### config.mk
export PLATFORM = sky130hd
export DESIGN_NAME = excl_monitor
export DESIGN_NICKNAME = d
export VERILOG_FILES = /design/src/rtl/excl_mon_pkg.sv /design/src/rtl/excl_granule_match.sv /design/src/rtl/excl_align_chk.sv /design/src/rtl/excl_resv_reg.sv /design/src/rtl/excl_monitor.sv
export SDC_FILE = /design/constraint.sdc
export NUM_CORES = 1
export LEC_CHECK = 0
export ABC_AREA = 1
export BUFFER_PORTS_ARGS = -buffer_cell sky130_fd_sc_hd__clkbuf_2
export CAP_MARGIN = 10
export CORE_MARGIN = 4
export CORE_UTILIZATION = 40
export CTS_CLUSTER_DIAMETER = 100
export DETAILED_ROUTE_END_ITERATION = 6
export GPL_TIMING_DRIVEN = 0
export PLACE_DENSITY = 0.67
export SYNTH_ARGS = -nofsm -noshare
export SYNTH_HDL_FRONTEND = slang
export SYNTH_HIERARCHICAL = 1
export SYNTH_SLANG_ARGS = --single-unit
### constraint.sdc
create_clock -name clk_i -period 1.3 [get_ports clk_i]
set_input_delay 0.195 -clock clk_i [delete_from_list [all_inputs] [get_ports clk_i]]
set_output_delay 0.195 -clock clk_i [all_outputs]
set_load 0.05 [all_outputs]
### src/rtl/excl_mon_pkg.sv
package excl_mon_pkg;
  localparam int unsigned STAT_W = 32;
  localparam logic [STAT_W-1:0] STAT_PASS = '0;
  localparam logic [STAT_W-1:0] STAT_FAIL = STAT_W'(1);

  typedef enum logic [2:0] {
    OP_LOAD  = 3'd0,
    OP_STORE = 3'd1,
    OP_LDEX  = 3'd2,
    OP_STEX  = 3'd3,
    OP_CLREX = 3'd4,
    OP_ERET  = 3'd5,
    OP_RSV6  = 3'd6,
    OP_RSV7  = 3'd7
  } excl_op_e;

  typedef enum logic [1:0] {
    SZ_B = 2'd0,
    SZ_H = 2'd1,
    SZ_W = 2'd2,
    SZ_D = 2'd3
  } excl_size_e;
endpackage

### src/rtl/excl_granule_match.sv
module excl_granule_match #(
  parameter int unsigned PA_W  = 40,
  parameter int unsigned G_LSB = 6
) (
  input  logic [PA_W-1:0] addr_i,
  input  logic [PA_W-1:0] tag_i,
  input  logic            tag_vld_i,
  output logic [PA_W-1:0] gran_o,
  output logic            hit_o
);
  localparam logic [PA_W-1:0] OFS_MASK = PA_W'((64'd1 << G_LSB) - 64'd1);

  assign gran_o = addr_i & ~OFS_MASK;
  assign hit_o  = tag_vld_i && (gran_o == tag_i);
endmodule

### src/rtl/excl_align_chk.sv
module excl_align_chk
  import excl_mon_pkg::*;
(
  input  logic [2:0]  low_addr_i,
  input  excl_size_e  size_i,
  output logic        aligned_o
);
  always_comb begin
    unique case (size_i)
      SZ_B:    aligned_o = 1'b1;
      SZ_H:    aligned_o = (low_addr_i[0] == 1'b0);
      SZ_W:    aligned_o = (low_addr_i[1:0] == 2'b00);
      default: aligned_o = (low_addr_i[2:0] == 3'b000);
    endcase
  end
endmodule

### src/rtl/excl_resv_reg.sv
module excl_resv_reg
  import excl_mon_pkg::*;
#(
  parameter int unsigned PA_W = 40
) (
  input  logic            clk_i,
  input  logic            rst_ni,
  input  logic            req_valid_i,
  input  excl_op_e        op_i,
  input  logic            aligned_i,
  input  logic [PA_W-1:0] gran_i,
  output logic            vld_o,
  output logic [PA_W-1:0] tag_o
);
  logic            vld_d;
  logic [PA_W-1:0] tag_d;

  always_comb begin
    vld_d = vld_o;
    tag_d = tag_o;
    if (req_valid_i) begin
      unique case (op_i)
        OP_LDEX: begin
          vld_d = aligned_i;
          if (aligned_i) tag_d = gran_i;
        end
        OP_STEX, OP_CLREX, OP_ERET: vld_d = 1'b0;
        default: ;
      endcase
    end
  end

  always_ff @(posedge clk_i or negedge rst_ni) begin
    if (!rst_ni) begin
      vld_o <= 1'b0;
      tag_o <= '0;
    end else begin
      vld_o <= vld_d;
      tag_o <= tag_d;
    end
  end
endmodule

### src/rtl/excl_monitor.sv
module excl_monitor
  import excl_mon_pkg::*;
#(
  parameter int unsigned PA_W      = 40,
  parameter int unsigned GRANULE_B = 64
) (
  input  logic              clk_i,
  input  logic              rst_ni,
  input  logic              req_valid_i,
  input  logic [2:0]        req_op_i,
  input  logic [PA_W-1:0]   req_addr_i,
  input  logic [1:0]        req_size_i,
  output logic              st_permit_o,
  output logic [STAT_W-1:0] status_o
);
  localparam int unsigned G_LSB = $clog2(GRANULE_B);

  excl_op_e        op;
  logic            aligned;
  logic            hit;
  logic            resv_vld;
  logic [PA_W-1:0] resv_tag;
  logic [PA_W-1:0] gran;
  logic            is_stex;

  assign op      = excl_op_e'(req_op_i);
  assign is_stex = req_valid_i && (op == OP_STEX);

  excl_align_chk i_align (
    .low_addr_i (req_addr_i[2:0]),
    .size_i     (excl_size_e'(req_size_i)),
    .aligned_o  (aligned)
  );

  excl_granule_match #(.PA_W(PA_W), .G_LSB(G_LSB)) i_match (
    .addr_i    (req_addr_i),
    .tag_i     (resv_tag),
    .tag_vld_i (resv_vld),
    .gran_o    (gran),
    .hit_o     (hit)
  );

  excl_resv_reg #(.PA_W(PA_W)) i_resv (
    .clk_i       (clk_i),
    .rst_ni      (rst_ni),
    .req_valid_i (req_valid_i),
    .op_i        (op),
    .aligned_i   (aligned),
    .gran_i      (gran),
    .vld_o       (resv_vld),
    .tag_o       (resv_tag)
  );

  assign st_permit_o = is_stex && hit && aligned;
  assign status_o    = (is_stex && !st_permit_o) ? STAT_FAIL : STAT_PASS;
endmodule

== Yosys cells after proc, flatten, opt, wreduce, memory -nomap -nowiden ==
Index checks and enable logic that the tools add are counted.
Storage, ports and cells
  logic and storage cells: 26
  input bits: 48
  latch bits: 0
  bits in read-only memories: 0
  memory bits (writable): 0
  bits in registers: 35
  output and inout bits: 33
  memories: 0
Operators by class
  bitwise logic cells: 1
  $lt $le $gt $ge: 0
  add/sub/neg operators: 0
  divide/modulo/power cells: 0
  reduce and logical (&&, ||, !) cells: 13
  eq/ne operators: 7
  multipliers: 0
  shift-type cells: 0
  multiplexer cells: 3
Operator list (count)
  equality test 34 bit: 1
  equality test 3 x 2 -> 1 bit (second input constant): 2
  equality test 3 bit (second input constant): 2
  logical AND 1 bit: 5
  zero test 2 bit: 2
  zero test 3 bit: 1
  one-hot mux 1 bit (3 select lines): 1
  AND reduction 3 bit: 1
  OR reduction 3 bit: 1
  equality test 2 x 1 -> 1 bit (second input constant): 1
  equality test 2 bit (second input constant): 1
  one-hot mux 1 bit (2 select lines): 1
  AND reduction 2 bit: 1
  nonzero test 2 bit: 1
  zero test 1 bit: 1
  two-way mux 1 bit: 1
  inverter 1 bit: 1

== Longest topological paths before layout ==
Gate-level depths: netlist of run 1.
  depth after elaboration: 7
  mapped depth: 11
  gate-level depth less buffers: 11

== Hierarchy ==
The synthesis of run 1 kept the hierarchy.
Modules (own cells, without submodules)
  excl_resv_reg: cells each 180, area an instance 1600.3 um2, sequential area each 1026.0 um2, instances 1
  excl_granule_match: cells each 198, area an instance 963.4 um2, sequential area each 0.0 um2, instances 1
  excl_monitor: cells each 41, area an instance 272.8 um2, sequential area each 0.0 um2, instances 1
  excl_align_chk: cells each 7, area an instance 26.3 um2, sequential area each 0.0 um2, instances 1

== Worst setup path after synthesis of run 1 ==
No wires, ideal clock.
  kind: register to output
  start: register i_resv/tag_o[5] (netlist name)
  end: output st_permit_o
  required time: 1105 ps
  buffers on the path: 0
  setup slack: -496 ps
  stages on the path, launching flop included: 10
  data arrival time: 1601 ps
  cells stage by stage: dfrtp_1 nor2_1 nand2_1 nor2_1 nand2_1 nor2_1 nand3_1 nor2_1 nand2_1 nor2_1
RTL lines
  end, declared: line excl_monitor.sv:13  | output logic st_permit_o,

== Worst setup path after layout of run 1 ==
  start: register i_resv.tag_o[19]
  end: output status_o[0]
On the way
  cells in the longest elaborated chain, start to end: 7
Ends and longest elaborated chain
  start, declared: line excl_resv_reg.sv:13  | output logic [PA_W-1:0] tag_o
  start signal, assigned: line excl_resv_reg.sv:39  | tag_o <= tag_d;
  equality test 34 bit: line excl_granule_match.sv:14  | assign hit_o = tag_vld_i && (gran_o == tag_i);
  logical AND 1 bit: line excl_granule_match.sv:14
  net hit: line excl_monitor.sv:20  | logic hit;
  logical AND 1 bit (2 in a row): line excl_monitor.sv:54  | assign st_permit_o = is_stex && hit && aligned;
  zero test 1 bit: line excl_monitor.sv:55  | assign status_o = (is_stex && !st_permit_o) ? STAT_FAIL : STAT_PASS;
  logical AND 1 bit: line excl_monitor.sv:55
  two-way mux 1 bit: line excl_monitor.sv:55
  end, declared: line excl_monitor.sv:14  | output logic [STAT_W-1:0] status_o
The timed path passes the listed nets, and every way through them passes these cells.

==> metrics.txt, run 1 <==
status=complete, but fails checks; violated checks=negative setup slack; Chip Height=92.6 um; register area share after synthesis=0.358; top-area cell type share of the netlist area=0.358; WL final=between 5000 and 6000 um; Routed Antenna Nets=0; Placed Area=3360 sq um; CTS tree=done; final worst-path cycle share=1.52; Initial DRC Count=97; layout cells sized above 1=0.289; Yosys warnings=6; reg-to-reg endpoint=i_resv/tag_o[11]; mapped cell area=2860 sq um; clk slew on worst S/H paths=0.08 ns; Worst Hold Class=in -> async; DRC Markers=0; Vias/cell=3.91; Syn Area/Cell=6.72 sq um; die area=around 8600 sq um; PnR Total Power=a little over 4 mW; CP Launch Point=i_resv/tag_o[19]; relative max-transition margin=0.302; cells on worst reg2reg path=3; pins over their slew limit=0; DP HPWL=4400 um; endpoint type of the worst setup path=output port; GPL Wtd Cong=slightly below 0.8; register-to-register setup slack=roughly 0.55 ns; VDD IR max=around 0.55 mV; Final Setup Violations=2; Area contributors post-synth=dfrtp_1 36%, nand2_1 28%, buf_4 19%; Critical Path AT=roughly 1.8 ns; Storage cell area=1030 sq um; total grt overflow=0; Critical R2R Launch=i_resv/tag_o[11]; CTS Root Cell=clkbuf_8; total leakage power=2.16 nW; Setup CP Type=reg -> out; maximum clock insertion buffer count=2; Worst setup SP type=flop; CORE AREA=approximately 6900 sq um; Starting Density=0.417; row cnt=30; port bufs=46; Die Wd=92.6 um; largest net degree at the start of global routing=42; Final Critical Period=1.97 ns; Area Growth Syn to Fin=23.1%; Nets=563; post-synth cell types=17; Diodes inserted=0; Yosys reg bits=41; fmax=0.507 GHz; Final WS setup=-0.673 ns; WL/cell=9.22 um; maximum level of the CTS H-tree=2; Final Hold Fails=0; clock sink total=41; Worst Tran Pin Value=1.05 ns; total track usage=0.142; vias=2,391; Cell Pwr Density=between 1000 and 1500 nW/um^2; first-pass GRT wire length=9830 um; dominant cell type by area after synthesis=dfrtp_1; clk_skew=0 ns; Multi-input gate area=1220 sq um; Num CTS Buffers=5; Filler cells=~700; final instance area=3520 sq um; Mapped Cells=426; number of global-route vias before repair=between 2k and 2.5k; antenna violations before repair=0; worst endpoint required time=1.11 ns; worst skew pair latency=0.29 ns; Critical Path End=status_o[0]; Max Cap Violations=0; Crit Path Max Fanout=3; Pre-antenna DRT Iters=4; RSZ-0062 raised after global routing=yes; Ports=between 80 and 90
-- registers in the layout (all words and copies together), names as in the netlist --
register,flops
i_resv/tag_o,40
i_resv/vld_o,1
-- worst min-delay path by stage --
stage               startpoint          endpoint  slack [ns]  cells after the start
detailed placement      rst_ni  i_resv/tag_o[21]        0.44                      1
global placement        rst_ni  i_resv/tag_o[20]        0.44                      1
CTS                     rst_ni  i_resv/tag_o[29]        0.11                      1
global route            rst_ni  i_resv/tag_o[37]        0.16                      1
finish                  rst_ni  i_resv/tag_o[37]        0.07                      1
floorplan               rst_ni   i_resv/tag_o[0]       -0.10                      0
-- area by class of cell --
class,count,share of cell area
well taps,96,0.0341
multi-input cells,292,0.346
flip-flops and latches,41,0.291
clock inverters,2,0.0106
repair buffers,47,0.0731
plain buffers,79,0.170
clock buffers,6,0.0234
inverters,49,0.0522
-- layout by cell type, fill, tap and decap left out, types with 6 or more instances in the layout --
cell      count
nand2_1     209
nor2_1       17
dfrtp_1      41
conb_1       37
clkbuf_2     44
inv_1        46
nor2_2        7
xnor2_1      11
buf_4        72
clkbuf_8      6
-- cell usage after synthesis, drive strengths merged --
library cell  instances
dfrtp                41
inv                  49
nand3                 2
o21ai                 1
xor2                  2
nand2               210
nand4                 1
buf                  79
conb                  2
nor3b                 1
nor2                 27
xnor2                11
-- through the flow --
| step | std cells | TNS [ns] | worst slack, ns | hold slack [ns] | util |
|---|---|---|---|---|---|
| after global routing | 612 | -1.67 | -0.837 | 0.158 | 0.513 |
| after CTS | 611 | -1.31 | -0.662 | 0.108 | 0.511 |
| after floorplan | 461 | -0.196 | -0.125 | -0.101 | - |
| final | 612 | -1.34 | -0.673 | 0.0745 | 0.513 |
| after global placement | 603 | -0.919 | -0.466 | 0.438 | 0.489 |
| after detailed placement | 603 | -0.972 | -0.493 | 0.439 | 0.489 |
-- routing by layer --
metal | share of wire | track usage | up-vias | wire length (um)
li1 | - | - | 1302 | -
met1 | 0.45 | 0.167 | 1024 | 2520
met2 | 0.47 | 0.249 | 59 | 2660
met3 | 0.069 | 0.0390 | 6 | 391
met4 | 0.013 | 0.0470 | 0 | 76
met5 | 0 | 0 | - | 0
-- cells by family (layout without fill, tap and decap cells) --
group	after synthesis	in the layout	synth area share
compound gates	1	1	0.00175
flops	41	41	0.358
other cells	2	37	0.00262
buf+inv	128	183	0.273
simple gates	241	241	0.324
xor+xnor	13	13	0.0398
-- worst max-delay path, cell delays in order, from the launching register on --
cell and delay, ns:
dfrtp_1 0.40, nand2_1 0.08, nand2_1 0.05, nor2_1 0.10
nand2_1 0.08, nor2_2 0.13, nand3_1 0.10, nor2_2 0.18
nand2_2 0.11, inv_2 0.07, nor2_4 0.04, buf_8 0.14
-- power breakdown --
part           leakage [nW]  switching, mW  internal, mW
clock network        0.0574          0.451         0.624
logic                  1.58          0.677         0.510
registers             0.522          0.203          1.56
total                  2.16           1.33          2.69
-- timing repair --
action / 4_1_cts / 5_1_grt
resized for setup: 9 / 4
pin swaps: 7 / 5
endpoints found under the setup margin: 2 / 2
hold buffers: 0 / 0
buffers inserted: 0 / 1
(Power assumes the default switching activity.)
==> run 2: changes to the inputs <==
--- a/config.mk
+++ b/config.mk
@@ -13,7 +13,9 @@
 export CTS_CLUSTER_DIAMETER = 100
 export DETAILED_ROUTE_END_ITERATION = 6
 export GPL_TIMING_DRIVEN = 0
+export HOLD_SLACK_MARGIN = 0.06
 export PLACE_DENSITY = 0.67
+export SETUP_SLACK_MARGIN = 0.3
 export SYNTH_ARGS = -nofsm -noshare
 export SYNTH_HDL_FRONTEND = slang
 export SYNTH_HIERARCHICAL = 1
==> run 2 against run 1 <==
- the flow still finishes with violations (negative setup slack)
- first-iteration DRC count down 7.2%
- critical path type unchanged
- core utilization increased by 0.35 points
- worst setup slack lost 0.0034 ns
- die area did not move
- sequential share of layout area decreased by 0.19 points
- power about the same
==> metrics.txt, run 2 (synthesis results as in run 1) <==
largest net degree at the start of global routing=42 (unchanged); crit path cell chain=nand2_1, nand2_1, nor2_1, nand2_1, nor2_2, nand3_1, nor2_2, nand2_2, inv_2, nor2_4, buf_8; Net Sw Frac=0.330 (about the same); clk_skew=0 ns (unchanged); Final WS setup=-0.677 ns (-0.00342 ns); CORE AREA=6870 sq um (unchanged); worst hold margin=0.0758 ns (+0.00133 ns); total leakage power=2.18 nW (+0.56%); vias=2,411 (+0.84%); Diodes inserted=0 (unchanged); reg-to-reg endpoint=i_resv/tag_o[11]; RSZ-0062 raised after global routing=yes; GPL Wtd Cong=0.780 (unchanged); Max Cap Violations=0 (unchanged); Num CTS Buffers=5 (unchanged); clock sink total=41 (unchanged); number of global-route vias before repair=2,265 (unchanged); Routed Antenna Nets=0 (unchanged); Final Hold Fails=0 (unchanged); Critical R2R Launch=i_resv/tag_o[11]; commonest cells after routing, fill and taps aside=208 x nand2_1, 73 x buf_4, 46 x inv_1; CTS tree=done; final instance area=3550 sq um (+0.67%); die area=8570 sq um (unchanged); Internal Power=2.70 mW (+0.11%); top sig layer=met4; VDD IR max=0.547 mV (-0.12%); Worst Hold Class=in -> async; most used cell, CP=nand2_1; Top Registers=i_resv/tag_o: 40 flops, i_resv/vld_o: 1 flops; Placed Area=3360 sq um (unchanged); Clock power frac=0.267 (about the same); cells on worst reg2reg path=3 (unchanged); Starting Density=0.417 (unchanged); worst endpoint required time=1.11 ns (about the same); WL/cell=9.33 um (+1.2%); clk slew on worst S/H paths=0.08 ns (about the same); commonest non-fill, non-tap cell in the layout=nand2_1; Ports=81 (unchanged); part of the power in registers=0.437 (about the same); Switch Pwr=1.33 mW (about the same); Critical Path AT=1.78 ns (about the same); final worst-path cycle share=1.52 (+0.00263); violated checks=negative setup slack; Most flops, register=i_resv/tag_o; row cnt=30 (unchanged); Crit Path Max Fanout=3 (unchanged); CTS Root Cell=clkbuf_8; Chip Height=92.6 um (unchanged); WL final=5730 um (+1.5%); Final Setup Violations=2 (unchanged); pins over their slew limit=0 (unchanged); CP max-delay cell=dfrtp_1; endpoint type of the worst setup path=output port; Nets=565 (+0.36%); port bufs=46 (unchanged); slowest cell delay on critical path=0.40 ns (about the same); antenna violations before repair=0 (unchanged); register-to-register setup slack=0.56 ns (about the same); Gate power share=0.296 (about the same); CP top delay family=simple AND/OR/NAND/NOR gates; Filler cells=704 (unchanged); total grt overflow=0 (unchanged); crit path buf inv count=2 (unchanged); Setup CP Type=reg -> out; DP HPWL=4400 um (unchanged); Vias/cell=3.93 (+0.51%); DR WL met2=2710 um (+1.9%); worst skew pair latency=0.29 ns (about the same); Pre-antenna DRT Iters=4 (unchanged); maximum level of the CTS H-tree=2 (unchanged); maximum clock insertion buffer count=2 (unchanged); met3 wire len=378 um (-3.3%); Die Wd=92.6 um (unchanged); status=complete, but fails checks; relative max-transition margin=0.303 (+0.000979); Cell Pwr Density=1140 nW/um^2 (-0.59%); met1 wire length=2560 um (+1.8%); max reg flops=40 (unchanged); fmax=0.506 GHz (-0.17%); Fin Setup TNS=-1.35 ns (-0.00683 ns); Final Critical Period=1.98 ns (+0.00342 ns); first-pass GRT wire length=9830 um (unchanged); Initial DRC Count=90 (-7.2%); DRC Markers=0 (unchanged); total track usage=0.142 (unchanged); Worst setup SP type=flop; layout cells sized above 1=0.293 (+0.00468); Worst Tran Pin Value=1.05 ns (-0.00147 ns); Area Growth Syn to Fin=24.0%
==> run 2: cell types whose count changed in the layout (fill, tap and decap cells not counted) <==
| cell | change |
|---|---|
| buf_2 | -1 |
| buf_4 | +1 |
| buf_6 | +1 |
| clkbuf_4 | +1 |
| nand2_1 | -1 |
| nand2_2 | +1 |
==> run 2: routing by layer <==
metal | up-vias | track usage
met1 | 1047 | 0.167
met2 | 53 | 0.249
li1 | 1305 | -
met3 | 6 | 0.0390
met4 | 0 | 0.0470
met5 | - | 0
==> run 2: final cells by class <==
cell class | instances | area, sq um | area share
flip-flops and latches | 41 | 1030 | 0.289
repair buffers | 49 | 270 | 0.0762
inverters | 49 | 184 | 0.0518
multi-input cells | 292 | 1220 | 0.344
plain buffers | 79 | 607 | 0.171
clock inverters | 2 | 37.5 | 0.0106
clock buffers | 6 | 82.6 | 0.0233
well taps | 96 | 120 | 0.0339
==> run 2: what timing repair did <==
| action | 4_1_cts | 5_1_grt |
|---|---|---|
| hold buffers | 0 | 0 |
| setup endpoints to repair | 2 | 41 |
| gates cloned | 0 | 1 |
| setup buffers | 0 | 2 |
| pin swaps | 7 | 6 |
| resized for setup | 9 | 9 |
==> run 2: worst max-delay path by stage <==
stage	cells after the start	start	to
after floorplan	8	i_resv/tag_o[12]	st_permit_o
after global placement	11	i_resv/tag_o[6]	status_o[0]
after detailed placement	11	i_resv/tag_o[19]	status_o[0]
after CTS	12	i_resv/tag_o[6]	status_o[0]
after global routing	11	i_resv/tag_o[14]	st_permit_o
final	11	i_resv/tag_o[19]	status_o[0]
==> run 2: power by group through the flow <==
stage          sequential (mW)  clock, mW  combinational (mW)
2_1_floorplan             1.74          0               0.952
3_3_place_gp              1.77          0                1.15
3_5_place_dp              1.78          0                1.18
4_1_cts                   1.76       1.12                1.19
5_1_grt                   1.80       1.17                1.38
6_report                  1.76       1.07                1.19
==> run 2: metrics by stage <==
step / setup slack (ns) / power (mW) / util / cells
4_1_cts: -0.662 / 4.07 / 0.511 / 611
6_report: -0.677 / 4.03 / 0.517 / 614
5_1_grt: -0.836 / 4.36 / 0.517 / 614
3_3_place_gp: -0.466 / 2.91 / 0.489 / 603
3_5_place_dp: -0.493 / 2.96 / 0.489 / 603
2_1_floorplan: -0.125 / 2.69 / - / 461
==> run 3: changes to the inputs <==
--- a/config.mk
+++ b/config.mk
@@ -5,7 +5,7 @@
 export SDC_FILE = /design/constraint.sdc
 export NUM_CORES = 1
 export LEC_CHECK = 0
-export ABC_AREA = 1
+export ABC_AREA = 0
 export BUFFER_PORTS_ARGS = -buffer_cell sky130_fd_sc_hd__clkbuf_2
 export CAP_MARGIN = 10
 export CORE_MARGIN = 4
@@ -14,7 +14,7 @@
 export DETAILED_ROUTE_END_ITERATION = 6
 export GPL_TIMING_DRIVEN = 0
 export HOLD_SLACK_MARGIN = 0.06
-export PLACE_DENSITY = 0.67
+export PLACE_DENSITY = 0.68
 export SETUP_SLACK_MARGIN = 0.3
 export SYNTH_ARGS = -nofsm -noshare
 export SYNTH_HDL_FRONTEND = slang
==> run 3 against run 2 <==
- the flow still finishes with violations (negative setup slack)
- wire length shrank 8.8%
- clock power is essentially flat
- worst setup slack got worse by 0.22 ns
- via count fell by 31%
- worst hold slack gained 0.0029 ns
- global-route usage grew 0.45 points
- design area grew 4.6%
- critical path depth decreased by 4
- largest power group unchanged
- highest routed layer unchanged
==> metrics.txt, run 3 <==
reg-to-reg endpoint=i_resv/tag_o[39]; Top Registers=i_resv/tag_o: 40 flops, i_resv/vld_o: 1 flops; Critical R2R Launch=i_resv/tag_o[39]; VDD IR max=0.521 mV (-4.8%); mapped cell area=2560 sq um (-11%); clk_skew=0 ns (unchanged); Die Wd=88.0 um (-5.0%); register-to-register setup slack=0.41 ns (-0.15 ns); Critical Path AT=2.00 ns (+0.22 ns); Area contributors post-synth=dfrtp_1 40%, buf_4 21%, mux2_2 16%; WL/cell=13.1 um (+40%); number of global-route vias before repair=1,776 (-22%); Worst Hold Class=in -> async; layout cells sized above 1=0.608 (+0.315); Critical Path End=st_permit_o; Max Cap Violations=0 (unchanged); Final Critical Period=2.20 ns (+0.221 ns); commonest cells after routing, fill and taps aside=74 x buf_4, 42 x clkbuf_2, 41 x dfrtp_1; CTS Root Cell=clkbuf_8; ys flop type=dfrtp_1; Starting Density=0.422 (+0.00521); Nets=371 (-34%); commonest non-fill, non-tap cell in the layout=buf_4; CTS tree=done; fmax=0.455 GHz (-10%); Worst Tran Pin Value=1.04 ns (-0.00440 ns); Setup CP Type=reg -> out; top-area cell type share of the netlist area=0.401 (+0.0428); maximum level of the CTS H-tree=2 (unchanged); Worst setup SP type=flop; total grt overflow=0 (unchanged); dominant cell type by area after synthesis=dfrtp_1; Post-synth EDFFs=0 (unchanged); CP Launch Point=i_resv/tag_o[39]; total leakage power=1.91 nW (-12%); relative max-transition margin=0.306 (+0.00293); Ports=81 (unchanged); post-synthesis async set-or-reset flop share=1.00 (unchanged); first-pass GRT wire length=8580 um (-13%); pins over their slew limit=0 (unchanged); WL final=5220 um (-8.8%); largest net degree at the start of global routing=42 (unchanged); Layout Utilization=0.612 (+0.0957); Most flops, register=i_resv/tag_o; Mapped Cells=218 (-49%); clock sink total=41 (unchanged); Initial DRC Count=41 (-54%); die area=7740 sq um (-9.8%); register area share after synthesis=0.401 (+0.0428); violated checks=negative setup slack; CORE AREA=6060 sq um (-12%); Filler cells=463 (-34%); total track usage=0.147 (+0.00449); Pre-antenna DRT Iters=4 (unchanged); Placed Area=3160 sq um (-5.9%); Final Hold Fails=0 (unchanged); worst endpoint required time=1.11 ns (about the same); post-synth cell types=24 (+7); Routed Antenna Nets=0 (unchanged); Crit Path Max Fanout=2 (-1); Num CTS Buffers=5 (unchanged); DRC Markers=0 (unchanged); Vias/cell=4.18 (+6.5%); status=complete, but fails checks; GPL Wtd Cong=0.686 (-12%); final worst-path cycle share=1.69 (+0.170); max reg flops=40 (unchanged); final instance area=3710 sq um (+4.6%); CTS Hold Buffers Added=0 (unchanged); DP HPWL=3380 um (-23%); RSZ-0062 raised after global routing=yes; Diodes inserted=0 (unchanged); clk slew on worst S/H paths=0.08 ns (about the same); endpoint type of the worst setup path=output port; vias=1,668 (-31%); commonest cells in the netlist=71 x buf_4, 41 x dfrtp_1, 37 x mux2_2; Cell Pwr Density=1160 nW/um^2 (+2.2%); Chip Height=88.0 um (-5.0%); Syn Area/Cell=11.7 sq um (+75%); Final Setup Violations=43 (+41); row cnt=28 (-6.7%); port bufs=46 (unchanged); antenna violations before repair=0 (unchanged); maximum clock insertion buffer count=2 (unchanged); Yosys reg bits=41 (unchanged); cells on worst reg2reg path=2 (-1); most instantiated library cell after synthesis=buf_4; Final WS setup=-0.897 ns (-0.221 ns); Area Growth Syn to Fin=45.1%; Yosys warnings=6 (unchanged); worst skew pair latency=0.28 ns (about the same)
[run 3: timing repair]
action / in CTS / in global routing
gates cloned: 5 / 0
pin swaps: 7 / 2
buffers inserted: 11 / 1
endpoints found under the setup margin: 43 / 43
gates resized for setup: 25 / 10
[run 3: logic make-up after synthesis]
family,share of synthesized area
compound gates,0.0113
other cells,0.00294
simple gates,0.0607
buf+inv,0.228
mux,0.176
xor+xnor,0.120
flops,0.401
[run 3: cell type report]
type,count,area (sq um),area share
clock inverter,1,30.0,0.00809
clock buffer,7,86.3,0.0233
multi-input combinational,137,1290,0.347
buffer,75,623,0.168
sequential,41,1030,0.276
tap,75,93.8,0.0253
timing repair buffer,63,563,0.152
[run 3: worst min-delay path by stage]
stage | cells after the start | slack, ns | startpoint | end
6_report | 1 | 0.08 | rst_ni | i_resv/tag_o[14]
5_1_grt | 1 | 0.17 | rst_ni | i_resv/tag_o[11]
4_1_cts | 1 | 0.11 | rst_ni | i_resv/tag_o[30]
3_5_place_dp | 1 | 0.44 | rst_ni | i_resv/tag_o[18]
3_3_place_gp | 1 | 0.42 | rst_ni | i_resv/tag_o[14]
2_1_floorplan | 0 | -0.10 | rst_ni | i_resv/tag_o[0]
[run 3: layer usage]
layer | share of wire | vias to the layer above | track usage
met5 | 0 | - | 0
met4 | 0.015 | 0 | 0.0544
met3 | 0.071 | 7 | 0.0273
met2 | 0.47 | 62 | 0.245
met1 | 0.44 | 767 | 0.189
li1 | - | 832 | -
[run 3: stage by stage]
step	worst slack, ns	total power [mW]	setup TNS, ns	instances	hold WS, ns
floorplan	-0.463	2.85	-8.73	253	-0.101
global placement	-0.875	3.08	-17.52	374	0.424
detailed placement	-0.888	3.11	-18.81	374	0.437
CTS	-0.963	4.29	-6.97	398	0.109
global route	-1.07	4.56	-11.03	399	0.169
finish	-0.897	4.31	-7.13	399	0.0787
[run 3: power by group]
| part | switching [mW] | internal [mW] |
|---|---|---|
| logic | 0.579 | 0.832 |
| clock network | 0.435 | 0.626 |
| registers | 0.236 | 1.60 |
| total | 1.25 | 3.06 |
[run 3: worst max-delay path, cell delays in order, from the launching register on]
cell and delay (ns):
dfrtp_1 0.39, xor2_1 0.17, nor4_2 0.30, nand3_1 0.18, nor4_4 0.28, nand2_1 0.13
nor2_4 0.11, buf_8 0.15
